### src/rtl/acc_pkg.sv
package acc_pkg;
    localparam int ACC_W  = 16;
    localparam int CHAR_W = 8;

    typedef struct packed {
        logic [ACC_W-1:0] acc;
        logic             ext;
    } acc_state_t;

    localparam acc_state_t ACC_RESET = '{acc: '0, ext: 1'b0};
endpackage

### src/rtl/acc_logic_unit.sv
module acc_logic_unit #(
    parameter int W = 16
) (
    input  logic [W-1:0] acc,
    input  logic [W-1:0] opnd,
    output logic [W-1:0] and_res,
    output logic [W-1:0] cpl_res
);
    for (genvar b = 0; b < W; b++) begin : g_bit
        assign and_res[b] = acc[b] & opnd[b];
        assign cpl_res[b] = ~acc[b];
    end
endmodule

### src/rtl/acc_adder.sv
module acc_adder #(
    parameter int W = 16
) (
    input  logic [W-1:0] a,
    input  logic [W-1:0] b,
    output logic [W-1:0] sum,
    output logic         cout
);
    logic [W:0] carry;
    assign carry[0] = 1'b0;

    for (genvar b_i = 0; b_i < W; b_i++) begin : g_fa
        assign sum[b_i]     = a[b_i] ^ b[b_i] ^ carry[b_i];
        assign carry[b_i+1] = (a[b_i] & b[b_i]) | (carry[b_i] & (a[b_i] ^ b[b_i]));
    end

    assign cout = carry[W];
endmodule

### src/rtl/acc_rotator.sv
module acc_rotator #(
    parameter int W = 16
) (
    input  logic [W-1:0] acc,
    input  logic         ext,
    output logic [W-1:0] right_acc,
    output logic         right_ext,
    output logic [W-1:0] left_acc,
    output logic         left_ext
);
    assign right_acc = {ext, acc[W-1:1]};
    assign right_ext = acc[0];
    assign left_acc  = {acc[W-2:0], ext};
    assign left_ext  = acc[W-1];
endmodule

### src/rtl/acc_datapath.sv
module acc_datapath
    import acc_pkg::*;
(
    input  logic              clk,
    input  logic              rst,
    input  logic              and_en,
    input  logic              add_en,
    input  logic              ld_opnd_en,
    input  logic              ld_char_en,
    input  logic              cpl_en,
    input  logic              shr_en,
    input  logic              shl_en,
    input  logic              clr_en,
    input  logic              inc_en,
    input  logic [ACC_W-1:0]  opnd_i,
    input  logic [CHAR_W-1:0] char_i,
    output logic [ACC_W-1:0]  acc_o,
    output logic              ext_o
);
    localparam int HI_W = ACC_W - CHAR_W;

    acc_state_t state_q, state_d;

    logic [ACC_W-1:0] and_res, cpl_res, sum_res, add_b;
    logic [ACC_W-1:0] shr_acc, shl_acc;
    logic             sum_cout, shr_ext, shl_ext;

    acc_logic_unit #(.W(ACC_W)) u_logic (
        .acc     (state_q.acc),
        .opnd    (opnd_i),
        .and_res (and_res),
        .cpl_res (cpl_res)
    );

    // Increment shares the adder: second input is one instead of the operand.
    assign add_b = inc_en ? ACC_W'(1) : opnd_i;

    acc_adder #(.W(ACC_W)) u_adder (
        .a    (state_q.acc),
        .b    (add_b),
        .sum  (sum_res),
        .cout (sum_cout)
    );

    acc_rotator #(.W(ACC_W)) u_rot (
        .acc       (state_q.acc),
        .ext       (state_q.ext),
        .right_acc (shr_acc),
        .right_ext (shr_ext),
        .left_acc  (shl_acc),
        .left_ext  (shl_ext)
    );

    always_comb begin
        state_d = state_q;
        unique case (1'b1)
            and_en:     state_d.acc = and_res;
            add_en:     begin
                            state_d.acc = sum_res;
                            state_d.ext = sum_cout;
                        end
            ld_opnd_en: state_d.acc = opnd_i;
            ld_char_en: state_d.acc = {{HI_W{1'b0}}, char_i};
            cpl_en:     state_d.acc = cpl_res;
            shr_en:     begin
                            state_d.acc = shr_acc;
                            state_d.ext = shr_ext;
                        end
            shl_en:     begin
                            state_d.acc = shl_acc;
                            state_d.ext = shl_ext;
                        end
            clr_en:     state_d.acc = '0;
            inc_en:     state_d.acc = sum_res;
            default:    ;
        endcase
    end

    always_ff @(posedge clk) begin
        if (rst) state_q <= ACC_RESET;
        else     state_q <= state_d;
    end

    assign acc_o = state_q.acc;
    assign ext_o = state_q.ext;
endmodule

### config.mk
export PLATFORM = sky130hd
export DESIGN_NAME = acc_datapath
export DESIGN_NICKNAME = d
export VERILOG_FILES = /design/src/rtl/acc_pkg.sv /design/src/rtl/acc_logic_unit.sv /design/src/rtl/acc_adder.sv /design/src/rtl/acc_rotator.sv /design/src/rtl/acc_datapath.sv
export SDC_FILE = /design/constraint.sdc
export NUM_CORES = 1
export LEC_CHECK = 0
export ABC_AREA = 0
export BUFFER_PORTS_ARGS = -buffer_cell sky130_fd_sc_hd__buf_2
export CAP_MARGIN = 20
export CELL_PAD_IN_SITES_DETAIL_PLACEMENT = 0
export CELL_PAD_IN_SITES_GLOBAL_PLACEMENT = 2
export CORE_MARGIN = 2
export CORE_UTILIZATION = 30
export CTS_CLUSTER_DIAMETER = 200
export DETAILED_ROUTE_END_ITERATION = 10
export PLACE_DENSITY = 0.79
export SYNTH_ARGS = -nofsm -noshare
export SYNTH_HDL_FRONTEND = slang
export SYNTH_SLANG_ARGS = --single-unit
export TNS_END_PERCENT = 50
### constraint.sdc
create_clock -name clk -period 8.2 [get_ports clk]
set_clock_uncertainty 0.2 [all_clocks]
set_input_delay 0.41 -clock clk [delete_from_list [all_inputs] [get_ports clk]]
set_output_delay 0.41 -clock clk [all_outputs]
set_load 0.05 [all_outputs]
# Word level (Yosys, flattened, before mapping)
# Cells that the tools add are included.
# totals
word_cells	117
output_inout_bits	17
inputBits	35
regBits	17
# classes
n_reduce_logical	3
muxes	3
bitwise	109
# op_table
op	count
$pmux 16 s8	1
$and 1x1->1	47
$xor 1x1->1	31
$mux 16	1
$not 1->1	16
$or 1x1->1	15
$reduce_bool 8->1	1
$pmux 1 s3	1
$reduce_bool 3->1	1
$reduce_or 2->1	1

# Logic depth before layout (Yosys ltp)
# Gate-level depths: netlist of run 1.
# depth
word_depth	33
depth_mapped	24
depth_no_buf	23

# Modules after synthesis
# Synthesis of run 1 repeated with hierarchy kept, for this count alone.
# unflattened
hier_cells	241
area_unflattened_um2	2093.3
# by_module_without_submodules
mod	area_each_um2	seq_area_each_um2	cells_per_inst	n_inst
acc_datapath	1327.5	340.3	149	1
acc_adder	350.3	0.0	26	1
acc_rotator	255.2	0.0	34	1
acc_logic_unit	160.2	0.0	32	1

# Worst setup path after synthesis of run 1
# OpenSTA, ideal clock, no wires.
# synth_timing
path_kind	register to register
startpoint	reg state_q, in the netlist acc_o[1]
endpoint	reg state_q, in the netlist acc_o[15]
setup_time_ns	0.136
required_time_ns	7.864
arrival_ns	6.610
path_buffers	0
synth_period_minus_slack_ns	6.946
setup_slack_ns	1.254
stages_incl_launch_ff	22
cell_sequence	dfxtp_1 inv_1 fa_1 fa_1 fa_1 fa_1 fa_1 fa_1 fa_1 fa_1 fa_1 inv_1 fa_1 fa_1 fa_1 inv_1 fa_1 fa_1 inv_1 fa_1 nand2_1 a41oi_1
# synth_via
elab_chain_len	31
word_cells_on_any_way	32
classes_between	mux: 1; bitwise: 31
# synth_rtl
element	line	text
start: declaration	acc_datapath.sv:22	acc_state_t state_q, state_d;
start signal: assignment	acc_datapath.sv:81	else state_q <= state_d;
$xor 1x1->1	acc_adder.sv:14	assign carry[b_i+1] = (a[b_i] & b[b_i]) | (carry[b_i] & (a[b_i] ^ b[b_i]));
$and 1x1->1	acc_adder.sv:14	
$or 1x1->1 (*)	acc_adder.sv:14	
$and 1x1->1 (*)	acc_adder.sv:14	
$or 1x1->1 (*)	acc_adder.sv:14	
$and 1x1->1 (*)	acc_adder.sv:14	
$or 1x1->1 (*)	acc_adder.sv:14	
$and 1x1->1 (*)	acc_adder.sv:14	
[... 15 more ...]	n/a	
$and 1x1->1 (*)	acc_adder.sv:14	
$or 1x1->1 (*)	acc_adder.sv:14	
$and 1x1->1 (*)	acc_adder.sv:14	
$or 1x1->1 (*)	acc_adder.sv:14	
$and 1x1->1 (*)	acc_adder.sv:14	
$or 1x1->1 (*)	acc_adder.sv:14	
$xor 1x1->1 (*)	acc_adder.sv:13	assign sum[b_i] = a[b_i] ^ b[b_i] ^ carry[b_i];
$pmux 16 s8 (*)	acc_datapath.sv:56	unique case (1'b1)
# Mark *: on every way between the ends. The rest lies on a longest branch, timed or not.
# A chain may end at the register's enable or synchronous reset.

# Worst setup path in the final report of run 1
# layout_timing
startpoint	in inc_en
endpoint	reg state_q, in the netlist acc_o[15]
# layout_via
elab_chain_len	32
word_cells_on_any_way	63
classes_between	mux: 2; bitwise: 59; reduce/logical: 2
# layout_rtl
element	line	text
start: declaration	acc_datapath.sv:14	input logic inc_en,
$mux 16	acc_datapath.sv:36	assign add_b = inc_en ? ACC_W'(1) : opnd_i;
$and 1x1->1 or $xor 1x1->1 (tied branches)	acc_adder.sv:14	
$and 1x1->1	acc_adder.sv:14	
$or 1x1->1	acc_adder.sv:14	
$and 1x1->1	acc_adder.sv:14	
$or 1x1->1	acc_adder.sv:14	
$and 1x1->1	acc_adder.sv:14	
$or 1x1->1	acc_adder.sv:14	
[... 16 more ...]	n/a	
$and 1x1->1	acc_adder.sv:14	
$or 1x1->1	acc_adder.sv:14	
$and 1x1->1	acc_adder.sv:14	
$or 1x1->1	acc_adder.sv:14	
$and 1x1->1	acc_adder.sv:14	
$or 1x1->1	acc_adder.sv:14	
$xor 1x1->1	acc_adder.sv:13	
$pmux 16 s8	acc_datapath.sv:56	
# Parallel ways exist; a longest one is shown, timed or not.

==> metrics.txt, run 1 <==
outcome finished clean; CP max-delay cell fa_1; CTS tree done; Pre-antenna DRT Iters 5; clock latency on the worst-skew pair 0.26 ns; Inserted Diodes 0; crit path max fanout 19; most frequent cells in the layout buf_2, inv_1, nand2b_1, a22oi_1, dfxtp_1; met2 usage 0.270; Hold Fails Final Rpt 0; Fill cells 622; Post-route DRC 0; area occupied by multi-input gates 1120 um2; cts bufs inserted 3; Worst Max-Slew Pin Slew 1.04 ns; buffer levels on the longest clock path 2; Crit Path Class input port to flop; Synth area leader dfxtp_1; commonest non-fill, non-tap cell in the layout buf_2; Avg Cell Area, Syn 9.36 um2; DR WL/cell 18.0 um; static leakage 0.811 nW; drt total wl 5.19 mm; busiest grt layer met2; Slew Limit Fails 0; clk slew on worst S/H paths 0.08 ns; worst hold path type input port to flop; WP data required 8.12 ns; PnR Total Power 0.000315 W; Starting Density 0.308; met3 Track Usage GR 0.0261; fmax 142 MHz; global-route wire length before repair 8.67 mm; Worst EP arrival 6.97 ns; htree depth 1; Resized cells post-CTS 0; CP Capture Type flop; Sequential cell area 340 um2; worst vdd ir 0.0487 mV; fin crit share 0.859; dpl cells 285; delay of the slowest critical-path stage 0.43 ns; Yosys Warn Count 0; largest net degree at the start of global routing 20; syn nets 231; routed vias/inst 5.81; fin cells 289; max-slew headroom at the worst pin 0.302; Die W 79.0 um; hold buffers post-CTS 0; flops & latches, synth 17; register area share after synthesis 0.202; Distinct cells, synth 26; post-CTS setup buffer count 0; PwrDens 161 nW/um2; layout cell share with drive strength beyond 1 0.272; Rows 27; post-route ant nets 0; total die area 6230 um2; die height 79.0 um; vias in the first global route 1,693; port bufs 51; M1 GR Usage 0.248; Ports 52; Mapped Cells 180; hold_ws 0.249 ns; clk sinks 17; Area Growth Syn to Fin 15.9%; RSZ-0062 raised after global routing no; count of nets after finishing 269; clk root buf clkbuf_8; Placer Congestion 0.754; most used cell, CP fa_1; antenna violations before repair 0; all-layer global routing usage 0.174; placed wire-length estimate 3.56 mm; Initial DRC Count 190; min Tclk post-route 7.04 ns; Post-DP Area 1910 um2; core box area 5470 um2; top post-synthesis cells by area dfxtp_1, fa_1, o2111ai_1; post-synth top area share 0.202; total grt overflow 0; critical path launch point type input port; Vias 1,680; synthesized area 1690 um2; crit-path cells buf_2, or2_2, ha_1, inv_1, fa_1, fa_1, fa_1, fa_1, fa_1, fa_1, fa_1, fa_1, fa_1, inv_1, fa_1, fa_1, fa_1, inv_1, fa_1, fa_1, inv_1, fa_1, nand2_1, a41oi_1; post-route cell area 1950 um2; Max-Cap Viols 0; Setup TNS Final 0 ns; endpoints failing setup 0
## power by group
part	switching (W)	leakage [nW]	total, W	internal [W]
registers	0.0000160	0.143	0.000109	0.0000926
clock network	0.0000332	0.0228	0.0000678	0.0000346
logic	0.0000899	0.645	0.000139	0.0000487
total	0.000139	0.811	0.000315	0.000176
## cell usage after synthesis
cell type and n:
dfxtp_1 17, fa_1 15, and2b_1 4, nor4_4 2
nor2_1 3, nand2b_1 18, buf_6 6, or2_1 1
a222oi_1 13, inv_1 26, o2111ai_1 16, a31oi_1 5
a41oi_1 6, nand2_1 7, buf_4 2, a41oi_2 2
or2_2 1, buf_1 1, clkbuf_1 7, a21oi_1 3
o21ai_0 1, o2111a_1 3, a22oi_1 17, a221oi_1 1
ha_1 1, buf_2 2
## metrics by stage
stage | utilization | worst slack, ns
after floorplan | - | 1.25
after global placement | 0.349 | 0.940
after detailed placement | 0.349 | 0.857
after CTS | 0.357 | 1.11
after global routing | 0.357 | 0.825
final | 0.357 | 1.16
## critical path: cells and delay by family
family / cells / cell delay (ns)
buffers and inverters: 5 / 0.54
AOI/OAI and AO/OA: 1 / 0.11
adders and majority gates: 16 / 5.67
and+or+nand+nor: 2 / 0.24
## final cells by class
class | count | share of cell area
Sequential cell | 17 | 0.174
Timing Repair Buffer | 51 | 0.131
Tap cell | 72 | 0.0461
Clock buffer | 4 | 0.0231
Inverter | 26 | 0.0500
Multi-Input combinational cell | 119 | 0.576
## final timing paths
| check | startpoint | endpoint | slack [ns] | cells past startpoint |
|---|---|---|---|---|
| setup reg to reg | acc_o[0] | acc_o[15] | 1.26 | 22 |
| hold / removal | char_i[5] | acc_o[5] | 0.25 | 3 |
| setup / recovery | inc_en | acc_o[15] | 1.16 | 24 |
| hold reg to reg | acc_o[1] | acc_o[1] | 0.36 | 2 |
## sequential cells by signal (all words and copies together) (netlist names)
signal and count:
ext_o 1, acc_o 16
## kinds of logic after synthesis
kind of cell	count (synthesis)	share of synthesized area
DFF	17	0.202
and+or+nand+nor	36	0.140
buffers and inverters	44	0.131
AOI/OAI and AO/OA	67	0.342
adders and majority gates	16	0.186
## per-layer routing
layer,wire (um),vias up
met5,0,-
met1,2340,835
met3,382,5
met2,2410,74
met4,56,0
li1,-,766
Power figures use the tool's default switching activity.
==> run 2: changes to the inputs <==
Settings changed: MAX_ROUTING_LAYER set to met4.
==> run 2 against run 1 <==
Net effect:
- cell area is the same
- register-to-register slack is essentially flat
- maximum frequency is essentially flat
- first-iteration DRC count shrank 3.7%
- sequential share of layout area is the same
- utilization is the same
- flip-flop and latch count is the same
- global-route usage grew 0.50 points
- via count shrank 1.4%
- critical path depth is the same
- largest cell class unchanged
- highest routed layer unchanged
==> metrics.txt, run 2 (synthesis results as in run 1) <==
outcome finished clean; Net Sw Power 0.000140 W; Initial DRC Count 183; Sequential cell area 340 um2; Fill cells 622; Ports 52; Hold Fails Final Rpt 0; port bufs 51; Placer Congestion 0.764; CP bufs+invs 5; antenna violations before repair 0; worst reg2reg path endpoint acc_o[15]; Post-route DRC 0; PwrDens 162 nW/um2; clk sinks 17; combinational share of power 0.440; core box area 5470 um2; hold buffers post-CTS 0; total grt overflow 0; worst vdd ir 0.0492 mV; Slew Limit Fails 0; fin crit share 0.858; crit-path cells buf_2, or2_2, ha_1, inv_1, fa_1, fa_1, fa_1, fa_1, fa_1, fa_1, fa_1, fa_1, fa_1, inv_1, fa_1, fa_1, fa_1, inv_1, fa_1, fa_1, inv_1, fa_1, nand2_1, a41oi_1; clk root buf clkbuf_8; global-route wire length before repair 8.68 mm; endpoints failing setup 0; worst slack, placed 0.857 ns; FF-to-FF path depth 22; Rows 27; Vias 1,656; Crit Path Class input port to flop; buffer levels on the longest clock path 2; static leakage 0.811 nW; CP max-delay cell fa_1; largest net degree at the start of global routing 20; FF-to-FF setup slack 1.26 ns; post-route ant nets 0; Pre-antenna DRT Iters 5; total die area 6230 um2; hold path cells 3; Resized cells post-CTS 0; max FFs per register 16; r2r startpoint acc_o[0]; DR WL/cell 18.0 um; all-layer global routing usage 0.179; clock power share 0.217; post-route worst setup slack 1.16 ns; routed vias/inst 5.73; most frequent cells in the layout buf_2, inv_1, nand2b_1, a22oi_1, dfxtp_1; clock latency on the worst-skew pair 0.26 ns; Worst EP arrival 6.96 ns; cts bufs inserted 3; Area Growth Syn to Fin 15.9%; Setup TNS Final 0 ns; htree depth 1; fmax 142 MHz; commonest non-fill, non-tap cell in the layout buf_2; RSZ-0062 raised after global routing no; Die W 79.0 um; worst hold path type input port to flop; critical path launch point type input port; hold_sp char_i[5]; min Tclk post-route 7.04 ns; drt total wl 5.20 mm; placed wire-length estimate 3.56 mm; layout cell share with drive strength beyond 1 0.272; crit path max fanout 19; count of nets after finishing 269; max-slew headroom at the worst pin 0.304; WP data required 8.13 ns; Worst Max-Slew Pin Slew 1.04 ns; die height 79.0 um; vias in the first global route 1,689; post-CTS setup buffer count 0; sequential share of power 0.343; CTS tree done; clk slew on worst S/H paths 0.08 ns; area occupied by multi-input gates 1120 um2; Max-Cap Viols 0; most used cell, CP fa_1; Starting Density 0.308; CP delay by family, top adder cells; Inserted Diodes 0; Int Pwr 0.000176 W; delay of the slowest critical-path stage 0.44 ns; CP Capture Type flop; Hold EP acc_o[5]; switching share of power 0.442
run 2: worst max-delay path by stage:
stage                   from        end  cells past startpoint
floorplan           acc_o[1]  acc_o[15]                     21
global placement      inc_en  acc_o[15]                     24
detailed placement    inc_en  acc_o[15]                     24
CTS                   inc_en  acc_o[15]                     24
global route          inc_en  acc_o[15]                     24
finish                inc_en  acc_o[15]                     24
run 2: stage by stage:
| step | total power, W | utilization | hold WS [ns] | instances | area [um2] |
|---|---|---|---|---|---|
| final | 0.000316 | 0.357 | 0.248 | 289 | 1950 |
| after global routing | 0.000338 | 0.357 | 0.250 | 289 | 1950 |
| after CTS | 0.000319 | 0.357 | 0.249 | 289 | 1950 |
| after detailed placement | 0.000249 | 0.349 | 0.350 | 285 | 1910 |
| after global placement | 0.000249 | 0.349 | 0.354 | 285 | 1910 |
| after floorplan | 0.000212 | - | 0.333 | 180 | 1690 |
run 2: worst reg2reg max path: stages, from the launching register on:
cell and delay [ns]:
dfxtp_1 0.44, ha_1 0.18, inv_1 0.05, fa_1 0.41, fa_1 0.44, fa_1 0.43
fa_1 0.43, fa_1 0.42, fa_1 0.43, fa_1 0.42, fa_1 0.42, fa_1 0.39
inv_1 0.08, fa_1 0.19, fa_1 0.20, fa_1 0.17, inv_1 0.06, fa_1 0.42
fa_1 0.37, inv_1 0.09, fa_1 0.41, nand2_1 0.07, a41oi_1 0.11
run 2: power by group through the flow:
stage               clock network, W  logic (W)  registers (W)
finish                     0.0000684   0.000139       0.000108
floorplan                          0  0.0000759       0.000136
global route               0.0000740   0.000153       0.000111
CTS                        0.0000706   0.000140       0.000109
detailed placement                 0   0.000138       0.000110
global placement                   0   0.000139       0.000110
run 2: final cells by class:
cell class,instances,area share
Tap cell,72,0.0461
Sequential cell,17,0.174
Clock buffer,4,0.0231
Multi-Input combinational cell,119,0.576
Inverter,26,0.0500
Timing Repair Buffer,51,0.131
run 2: layer usage:
metal / up-vias / GRT usage / wire (um)
met5: - / - / 0
met3: 5 / 0.0261 / 305
met1: 830 / 0.250 / 2410
met2: 55 / 0.269 / 2430
met4: 0 / 0.0586 / 58
li1: 766 / - / -
